## src/rtl/bmdma_pkg.sv

```systemverilog
// Package: shared offsets and bit positions for the bus-master DMA register window.
// Assumes an eight-byte window made of two 32-bit words.
package bmdma_pkg;
    localparam int WIN_BYTES  = 8;
    localparam int WIN_AW     = $clog2(WIN_BYTES);
    localparam int OFF_CMD    = 0;
    localparam int OFF_VEND1  = 1;
    localparam int OFF_STS    = 2;
    localparam int OFF_VEND3  = 3;
    localparam int OFF_PTR    = 4;
    localparam int PTR_BYTES  = 4;
    localparam int PTR_ALIGN  = 2;
    // command byte fields
    localparam int CMD_RUN    = 0;
    localparam int CMD_TOMEM  = 3;
    // status byte fields
    localparam int STS_ACT    = 0;
    localparam int STS_ERR    = 1;
    localparam int STS_IRQ    = 2;
    localparam int STS_CAP0   = 5;
    localparam int STS_CAP1   = 6;

    typedef logic [7:0] byte_t;
endpackage

```

## src/rtl/bmdma_lane.sv

```systemverilog
// Module: byte-lane steering for the register window.
// Turns a byte or dword access into per-byte write enables and write data,
// and assembles read data from the window's byte images.
// Assumes: byte writes take data on wdata[7:0]; a dword access ignores addr[1:0].
module bmdma_lane #(
    parameter int NBYTES = 8,
    localparam int AW    = $clog2(NBYTES),
    localparam int NWORD = NBYTES / 4
) (
    input  logic                        wr_en,
    input  logic                        dword,
    input  logic [AW-1:0]               addr,
    input  logic [31:0]                 wdata,
    input  logic [NBYTES-1:0][7:0]      rd_bytes,
    output logic [NBYTES-1:0]           wr_be,
    output logic [NBYTES-1:0][7:0]      wr_bytes,
    output logic [31:0]                 rdata
);
    // per-byte write enable and data selection
    for (genvar i = 0; i < NBYTES; i++) begin : g_byte
        localparam int WORD = i / 4;
        localparam int LANE = i % 4;
        logic word_hit;
        assign word_hit    = (int'(addr[AW-1:2]) == WORD);
        assign wr_be[i]    = wr_en && word_hit && (dword || (int'(addr[1:0]) == LANE));
        assign wr_bytes[i] = dword ? wdata[8*LANE +: 8] : wdata[7:0];
    end

    // read data assembly: whole word or one byte in the low lane
    always_comb begin
        rdata = '0;
        if (dword) begin
            for (int k = 0; k < 4; k++) begin
                rdata[8*k +: 8] = rd_bytes[{addr[AW-1:2], 2'(k)}];
            end
        end else begin
            rdata[7:0] = rd_bytes[addr];
        end
    end
endmodule

```

## src/rtl/bmdma_ctrl.sv

```systemverilog
// Module: command and status bytes of one DMA channel.
// Holds run and direction flags, the engine-driven active bit, the sticky
// error and interrupt bits (write one to clear, event wins), and the two
// drive-capable flags. Assumes event inputs are single-cycle pulses.
module bmdma_ctrl
    import bmdma_pkg::*;
(
    input  logic  clk,
    input  logic  rst_n,
    input  logic  cmd_we,
    input  byte_t cmd_wd,
    input  logic  sts_we,
    input  byte_t sts_wd,
    input  logic  eng_busy,
    input  logic  err_evt,
    input  logic  irq_evt,
    output byte_t cmd_byte,
    output byte_t sts_byte,
    output logic  run,
    output logic  to_mem,
    output logic  irq
);
    logic       run_q, tomem_q, act_q, err_q, irq_q;
    logic [1:0] cap_q;
    logic       run_next;

    // value the run flag takes at the coming edge
    assign run_next = cmd_we ? cmd_wd[CMD_RUN] : run_q;

    // command flags
    always_ff @(posedge clk) begin
        if (!rst_n) begin
            run_q   <= 1'b0;
            tomem_q <= 1'b0;
        end else if (cmd_we) begin
            run_q   <= cmd_wd[CMD_RUN];
            tomem_q <= cmd_wd[CMD_TOMEM];
        end
    end

    // active bit follows the engine only while running
    always_ff @(posedge clk) begin
        if (!rst_n) act_q <= 1'b0;
        else        act_q <= run_next && eng_busy;
    end

    // sticky event bits: set by event, cleared by writing 1, event has priority
    always_ff @(posedge clk) begin
        if (!rst_n) begin
            err_q <= 1'b0;
            irq_q <= 1'b0;
        end else begin
            err_q <= err_evt || (err_q && !(sts_we && sts_wd[STS_ERR]));
            irq_q <= irq_evt || (irq_q && !(sts_we && sts_wd[STS_IRQ]));
        end
    end

    // drive-capable flags are plain storage
    always_ff @(posedge clk) begin
        if (!rst_n)      cap_q <= 2'b00;
        else if (sts_we) cap_q <= {sts_wd[STS_CAP1], sts_wd[STS_CAP0]};
    end

    // read images of the two bytes
    always_comb begin
        cmd_byte            = '0;
        cmd_byte[CMD_RUN]   = run_q;
        cmd_byte[CMD_TOMEM] = tomem_q;
        sts_byte            = '0;
        sts_byte[STS_ACT]   = act_q;
        sts_byte[STS_ERR]   = err_q;
        sts_byte[STS_IRQ]   = irq_q;
        sts_byte[STS_CAP0]  = cap_q[0];
        sts_byte[STS_CAP1]  = cap_q[1];
    end

    assign run    = run_q;
    assign to_mem = tomem_q;
    assign irq    = irq_q;

    logic unused_wd;
    assign unused_wd = ^{cmd_wd[7:4], cmd_wd[2:1], sts_wd[7], sts_wd[4:3], sts_wd[STS_ACT]};

    // active never reads 1 without the run flag
    p_active_needs_run_r4: assert property (@(posedge clk) disable iff (!rst_n)
        act_q |-> run_q);

    // a command write clearing run leaves active low after the edge
    p_abort_r5: assert property (@(posedge clk) disable iff (!rst_n)
        (cmd_we && !cmd_wd[CMD_RUN]) |=> (!act_q && !run_q));

    // writing 0 to the error bit with no event keeps it
    p_err_hold_r6: assert property (@(posedge clk) disable iff (!rst_n)
        (sts_we && !sts_wd[STS_ERR] && !err_evt) |=> $stable(err_q));

    // an interrupt event always leaves the bit set
    p_irq_set_r6: assert property (@(posedge clk) disable iff (!rst_n)
        irq_evt |=> irq_q);
endmodule

```

## src/rtl/bmdma_ptr.sv

```systemverilog
// Module: descriptor table pointer register.
// Byte-writable; the low ALIGN_BITS address bits are never stored, so the
// pointer is always aligned. Assumes ALIGN_BITS < 8.
module bmdma_ptr #(
    parameter int NBYTES     = 4,
    parameter int ALIGN_BITS = 2
) (
    input  logic                   clk,
    input  logic                   rst_n,
    input  logic [NBYTES-1:0]      be,
    input  logic [NBYTES-1:0][7:0] wd,
    output logic [NBYTES-1:0][7:0] ptr
);
    logic [NBYTES-1:0][7:0] ptr_q;

    for (genvar i = 0; i < NBYTES; i++) begin : g_pbyte
        localparam logic [7:0] KEEP = (i == 0) ? (8'hFF << ALIGN_BITS) : 8'hFF;
        // per-byte storage with alignment mask on the lowest byte
        always_ff @(posedge clk) begin
            if (!rst_n)     ptr_q[i] <= '0;
            else if (be[i]) ptr_q[i] <= wd[i] & KEEP;
        end
    end

    assign ptr = ptr_q;

    // pointer changes only under a write
    p_ptr_hold_r9: assert property (@(posedge clk) disable iff (!rst_n)
        (be == '0) |=> $stable(ptr_q));
endmodule

```

## src/rtl/bmdma_regs.sv

```systemverilog
// Module: top of the bus-master DMA control register window.
// Maps command (0), status (2) and descriptor pointer (4..7) into an
// eight-byte window; vendor offsets 1 and 3 read zero. Assumes a single
// synchronous clock domain shared with the DMA engine.
module bmdma_regs
    import bmdma_pkg::*;
(
    input  logic        clk,
    input  logic        rst_n,
    input  logic        reg_wr,
    input  logic        reg_dword,
    input  logic [2:0]  reg_addr,
    input  logic [31:0] reg_wdata,
    output logic [31:0] reg_rdata,
    output logic        eng_run,
    output logic        eng_to_mem,
    output logic [31:0] eng_table_base,
    input  logic        eng_busy,
    input  logic        eng_err_evt,
    input  logic        eng_irq_evt,
    output logic        irq
);
    logic [WIN_BYTES-1:0]      wr_be;
    logic [WIN_BYTES-1:0][7:0] wr_bytes;
    logic [WIN_BYTES-1:0][7:0] rd_bytes;
    byte_t                     cmd_byte, sts_byte;
    logic [PTR_BYTES-1:0][7:0] ptr_bytes;

    bmdma_lane #(.NBYTES(WIN_BYTES)) u_lane (
        .wr_en    (reg_wr),
        .dword    (reg_dword),
        .addr     (reg_addr),
        .wdata    (reg_wdata),
        .rd_bytes (rd_bytes),
        .wr_be    (wr_be),
        .wr_bytes (wr_bytes),
        .rdata    (reg_rdata)
    );

    bmdma_ctrl u_ctrl (
        .clk      (clk),
        .rst_n    (rst_n),
        .cmd_we   (wr_be[OFF_CMD]),
        .cmd_wd   (wr_bytes[OFF_CMD]),
        .sts_we   (wr_be[OFF_STS]),
        .sts_wd   (wr_bytes[OFF_STS]),
        .eng_busy (eng_busy),
        .err_evt  (eng_err_evt),
        .irq_evt  (eng_irq_evt),
        .cmd_byte (cmd_byte),
        .sts_byte (sts_byte),
        .run      (eng_run),
        .to_mem   (eng_to_mem),
        .irq      (irq)
    );

    bmdma_ptr #(.NBYTES(PTR_BYTES), .ALIGN_BITS(PTR_ALIGN)) u_ptr (
        .clk   (clk),
        .rst_n (rst_n),
        .be    (wr_be[OFF_PTR +: PTR_BYTES]),
        .wd    (wr_bytes[OFF_PTR +: PTR_BYTES]),
        .ptr   (ptr_bytes)
    );

    // window read image
    always_comb begin
        rd_bytes                       = '0;
        rd_bytes[OFF_CMD]              = cmd_byte;
        rd_bytes[OFF_STS]              = sts_byte;
        rd_bytes[OFF_PTR +: PTR_BYTES] = ptr_bytes;
    end

    assign eng_table_base = ptr_bytes;

    logic unused_vendor;
    assign unused_vendor = ^{wr_bytes[OFF_VEND1], wr_bytes[OFF_VEND3]};

    // a vendor-only write leaves the command byte untouched
    p_vendor_quiet_r10: assert property (@(posedge clk) disable iff (!rst_n)
        ((wr_be[OFF_VEND1] || wr_be[OFF_VEND3]) && !wr_be[OFF_CMD]) |=> $stable(cmd_byte));

    // an interrupt event raises the irq output at the next edge
    p_irq_out_r7: assert property (@(posedge clk) disable iff (!rst_n)
        eng_irq_evt |=> irq);
endmodule

```

## config.mk

```make
export PLATFORM = sky130hd
export DESIGN_NAME = bmdma_regs
export DESIGN_NICKNAME = d
export VERILOG_FILES = /design/src/rtl/bmdma_pkg.sv /design/src/rtl/bmdma_lane.sv /design/src/rtl/bmdma_ctrl.sv /design/src/rtl/bmdma_ptr.sv /design/src/rtl/bmdma_regs.sv
export SDC_FILE = /design/constraint.sdc
export NUM_CORES = 1
export LEC_CHECK = 0
export BUFFER_PORTS_ARGS = -buffer_cell sky130_fd_sc_hd__buf_2
export CAP_MARGIN = 20
export CORE_MARGIN = 1.5
export CORE_UTILIZATION = 51
export CTS_BUF_LIST = sky130_fd_sc_hd__clkbuf_16
export DETAILED_ROUTE_END_ITERATION = 6
export PLACE_DENSITY_LB_ADDON = 0.3
export SLEW_MARGIN = 15
export SYNTH_ARGS = -nofsm -noshare
export SYNTH_HDL_FRONTEND = slang
export SYNTH_SLANG_ARGS = --single-unit
```

## constraint.sdc

```tcl
create_clock -name clk -period 2.8 [get_ports clk]
set_clock_uncertainty 0.2 [all_clocks]
set_input_delay 0.14 -clock clk [delete_from_list [all_inputs] [get_ports clk]]
set_output_delay 0.14 -clock clk [all_outputs]
set_load 0.005 [all_outputs]
```

==> results_dict.tcl <==
set metrics [dict create \
    outcome "completed" \
    grt_max_degree 52 \
    combPwrFrac 0.212 \
    drive_gt1_frac 0.3962 \
    root_buffer "clkbuf_16" \
    syn-cell-area_mm2 0.002407 \
    r2r_cells 3 \
    drtIter0Drc 287 \
    async_flop_share 0 \
    p_per_area_mw_per_mm2 456.3 \
    numPortBuffers 106 \
    antennaDiodeCount 0 \
    antenna_left 0 \
    vdd_ir_drop_max_v 0.0003746 \
    via_count 2522 \
    grt_pass1_wl_mm 11.88 \
    die_w_um 71.71 \
    holdBufCountCts 11 \
    min_path_cells 3 \
    gp_congestion 0.8482 \
    cap_violations 0 \
    synth_top_area_cell "dfxtp_1" \
    core_area_mm2 0.004444 \
    place_inst 404 \
    cts.repair.resized 0 \
    p_leak_nw 1.448 \
    tightest_slew_ns 1.013 \
    io_pins 109 \
    fin_crit_ns 2.218 \
    setup_violations 0 \
    insertion_delay_ns 0.27 \
    synth_most_common_cell "dfxtp_1" \
    synth-main-ff-cell "dfxtp_1" \
    fmaxAchievable_mhz 450.9 \
    overflow 0 \
    cp.arrival_ns 2.18 \
    area_delta_synth_final_pct 27.81 \
    p_clk_frac 0.368 \
    total_power_mw 1.404 \
    synth_top_area_share 0.3077 \
    yosysWarnings 0 \
    cp-end-kind "flip-flop" \
    dieArea_mm2 0.005142 \
    synth_cell_type_count 36 \
    slew_viol_final 0 \
    ys_top_cells_by_count "37 x dfxtp_1, 36 x a211oi_1, 21 x mux2_2, 20 x inv_1" \
    holdCritPathClass "input port to flip-flop" \
    cp_max_fo 51 \
    row_count 24 \
    intPower_mw 1.011 \
    worst_setup_path_start_kind "input port" \
    area.sequential_um2 740.7 \
    route.detailed.drc 0 \
    synthCells 274 \
    clk_pin_slew_worst_paths_ns 0.05 \
    cts_setup_buffers 0 \
    clockBufferDepth 2 \
    finalSetupTns_ns 0 \
    p_switching_mw 0.3926 \
    via_per_inst 5.962 \
    numCtsBuffers 5 \
    die_h_um 71.71 \
    cp_data_required_time_ns 2.76 \
    final-hold-violation-count 0 \
    hold_slack_ns 0.01091 \
    slew_headroom 0.3249 \
    p_seq_frac 0.420 \
    grt_usage 0.2991 \
    crit_type "input port to flip-flop" \
    cts_sinks 37 \
    dp_hpwl_mm 5.202 \
    seq_area_frac_synth 0.3077 \
    multiInputGateArea_mm2 0.001385 \
    nFillCells 378 \
    antenna_found_initial 0 \
    wl_mm 7.516 \
    first_pass_iters 7 \
    start_util 0.5417 \
    p_sw_frac 0.2796 \
    rsz0062_at_grt "no" \
    syn_area_per_cell_um2 8.786 \
    wire_per_inst_um 17.77 \
    nets 413 \
    htreeDepth 2 \
    synth_edf_count 0 \
    fin_cells 423 \
    cts_tree "done" \
    ys_seq_elements 37 \
    synthTopCellsByArea "dfxtp_1 31%, a211oi_1 11%, mux2_2 9.8%" \
    grt_pass1_vias 2315 \
    fin_crit_sh 0.7920 \
]
==> cells by family after synthesis <==
family / Yosys count / synth area share
buffers and inverters: 51 / 0.1185
muxes: 37 / 0.1648
DFF: 37 / 0.3077
and+or+nand+nor: 54 / 0.1232
other: 1 / 0.001558
AOI/OAI and AO/OA: 94 / 0.2843
==> through the flow <==
stage	utilization	instance area, um^2	setup slack (ns)
3_5_place_dp	0.6315	2806	0.6363
2_1_floorplan	-	2411	1.523
5_1_grt	0.6923	3077	0.4530
6_report	0.6923	3077	0.5825
4_1_cts	0.6861	3049	0.6414
3_3_place_gp	0.6315	2806	0.6937
==> final timing paths <==
check	start	endpoint	slack, ns
hold / removal	reg_wdata[6]	u_ptr.ptr[6]	0.01
hold reg to reg	u_ctrl.cap_q[1]	u_ctrl.cap_q[1]	0.26
setup reg to reg	u_ctrl.err_q	u_ctrl.err_q	1.37
setup / recovery	reg_dword	u_ctrl.err_q	0.58
==> worst max-delay path, stage by stage <==
cell           delay [ns]
buf_2                0.74
inv_4                0.29
a21oi_1              0.29
a31oi_1              0.11
dlygate4sd3_1        0.56
==> cell usage in the layout (no fill, tap or decap) <==
master | Yosys | layout
a211oi_1 | 36 | 36
o21ai_2 | 2 | 2
o221ai_1 | 3 | 3
a32oi_1 | 1 | 1
and2_4 | 1 | 1
nor2b_1 | 2 | 2
a21oi_1 | 19 | 19
a211oi_2 | 8 | 8
conb_1 | 1 | 2
mux2_2 | 21 | 21
a311oi_1 | 1 | 1
clkinv_1 | 1 | 2
a31oi_1 | 2 | 2
buf_16 | 0 | 1
a21o_1 | 1 | 1
o211ai_1 | 1 | 1
buf_2 | 4 | 106
o21ba_2 | 1 | 1
mux2i_1 | 16 | 16
and2_1 | 1 | 1
o21ai_0 | 13 | 13
nand3_1 | 15 | 15
dlygate4sd3_1 | 0 | 11
a22oi_1 | 4 | 4
nand3b_1 | 1 | 1
nand2_1 | 6 | 6
o21bai_4 | 1 | 1
and2b_1 | 1 | 1
clkbuf_16 | 0 | 5
inv_4 | 1 | 1
o22ai_1 | 1 | 1
inv_1 | 20 | 21
dfxtp_1 | 37 | 37
nor2_1 | 5 | 5
and3_1 | 19 | 19
nand2b_1 | 3 | 3
==> sequential cells by signal (all words and copies together), names as in the netlist <==
| signal | cells |
|---|---|
| u_ctrl.run | 1 |
| u_ctrl.irq | 1 |
| u_ctrl.err_q | 1 |
| u_ctrl.act_q | 1 |
| u_ptr.ptr | 30 |
| u_ctrl.to_mem | 1 |
| u_ctrl.cap_q | 2 |
==> per-layer routing <==
metal	track usage	share of wire	routed length [um]
met5	0	0	0
met4	0.1635	0.038	284
met3	0.06892	0.077	578
met2	0.4239	0.44	3302
met1	0.4183	0.45	3350
==> power groups by stage <==
stage / sequential [mW] / combinational (mW) / clock (mW)
after floorplan: 0.592 / 0.186 / 0
after global placement: 0.599 / 0.271 / 0
after detailed placement: 0.599 / 0.275 / 0
after CTS: 0.588 / 0.289 / 0.518
after global routing: 0.593 / 0.326 / 0.542
final: 0.589 / 0.298 / 0.517
==> final cells by class <==
type                            count  share of cell area
Timing Repair Buffer              118              0.2172
Clock buffer                        5             0.04067
Inverter                           22             0.02765
Tap cell                           52             0.02115
Clock inverter                      2            0.002440
Sequential cell                    37              0.2407
Multi-Input combinational cell    187              0.4502
Note: power is estimated with default switching activity, not from simulation.
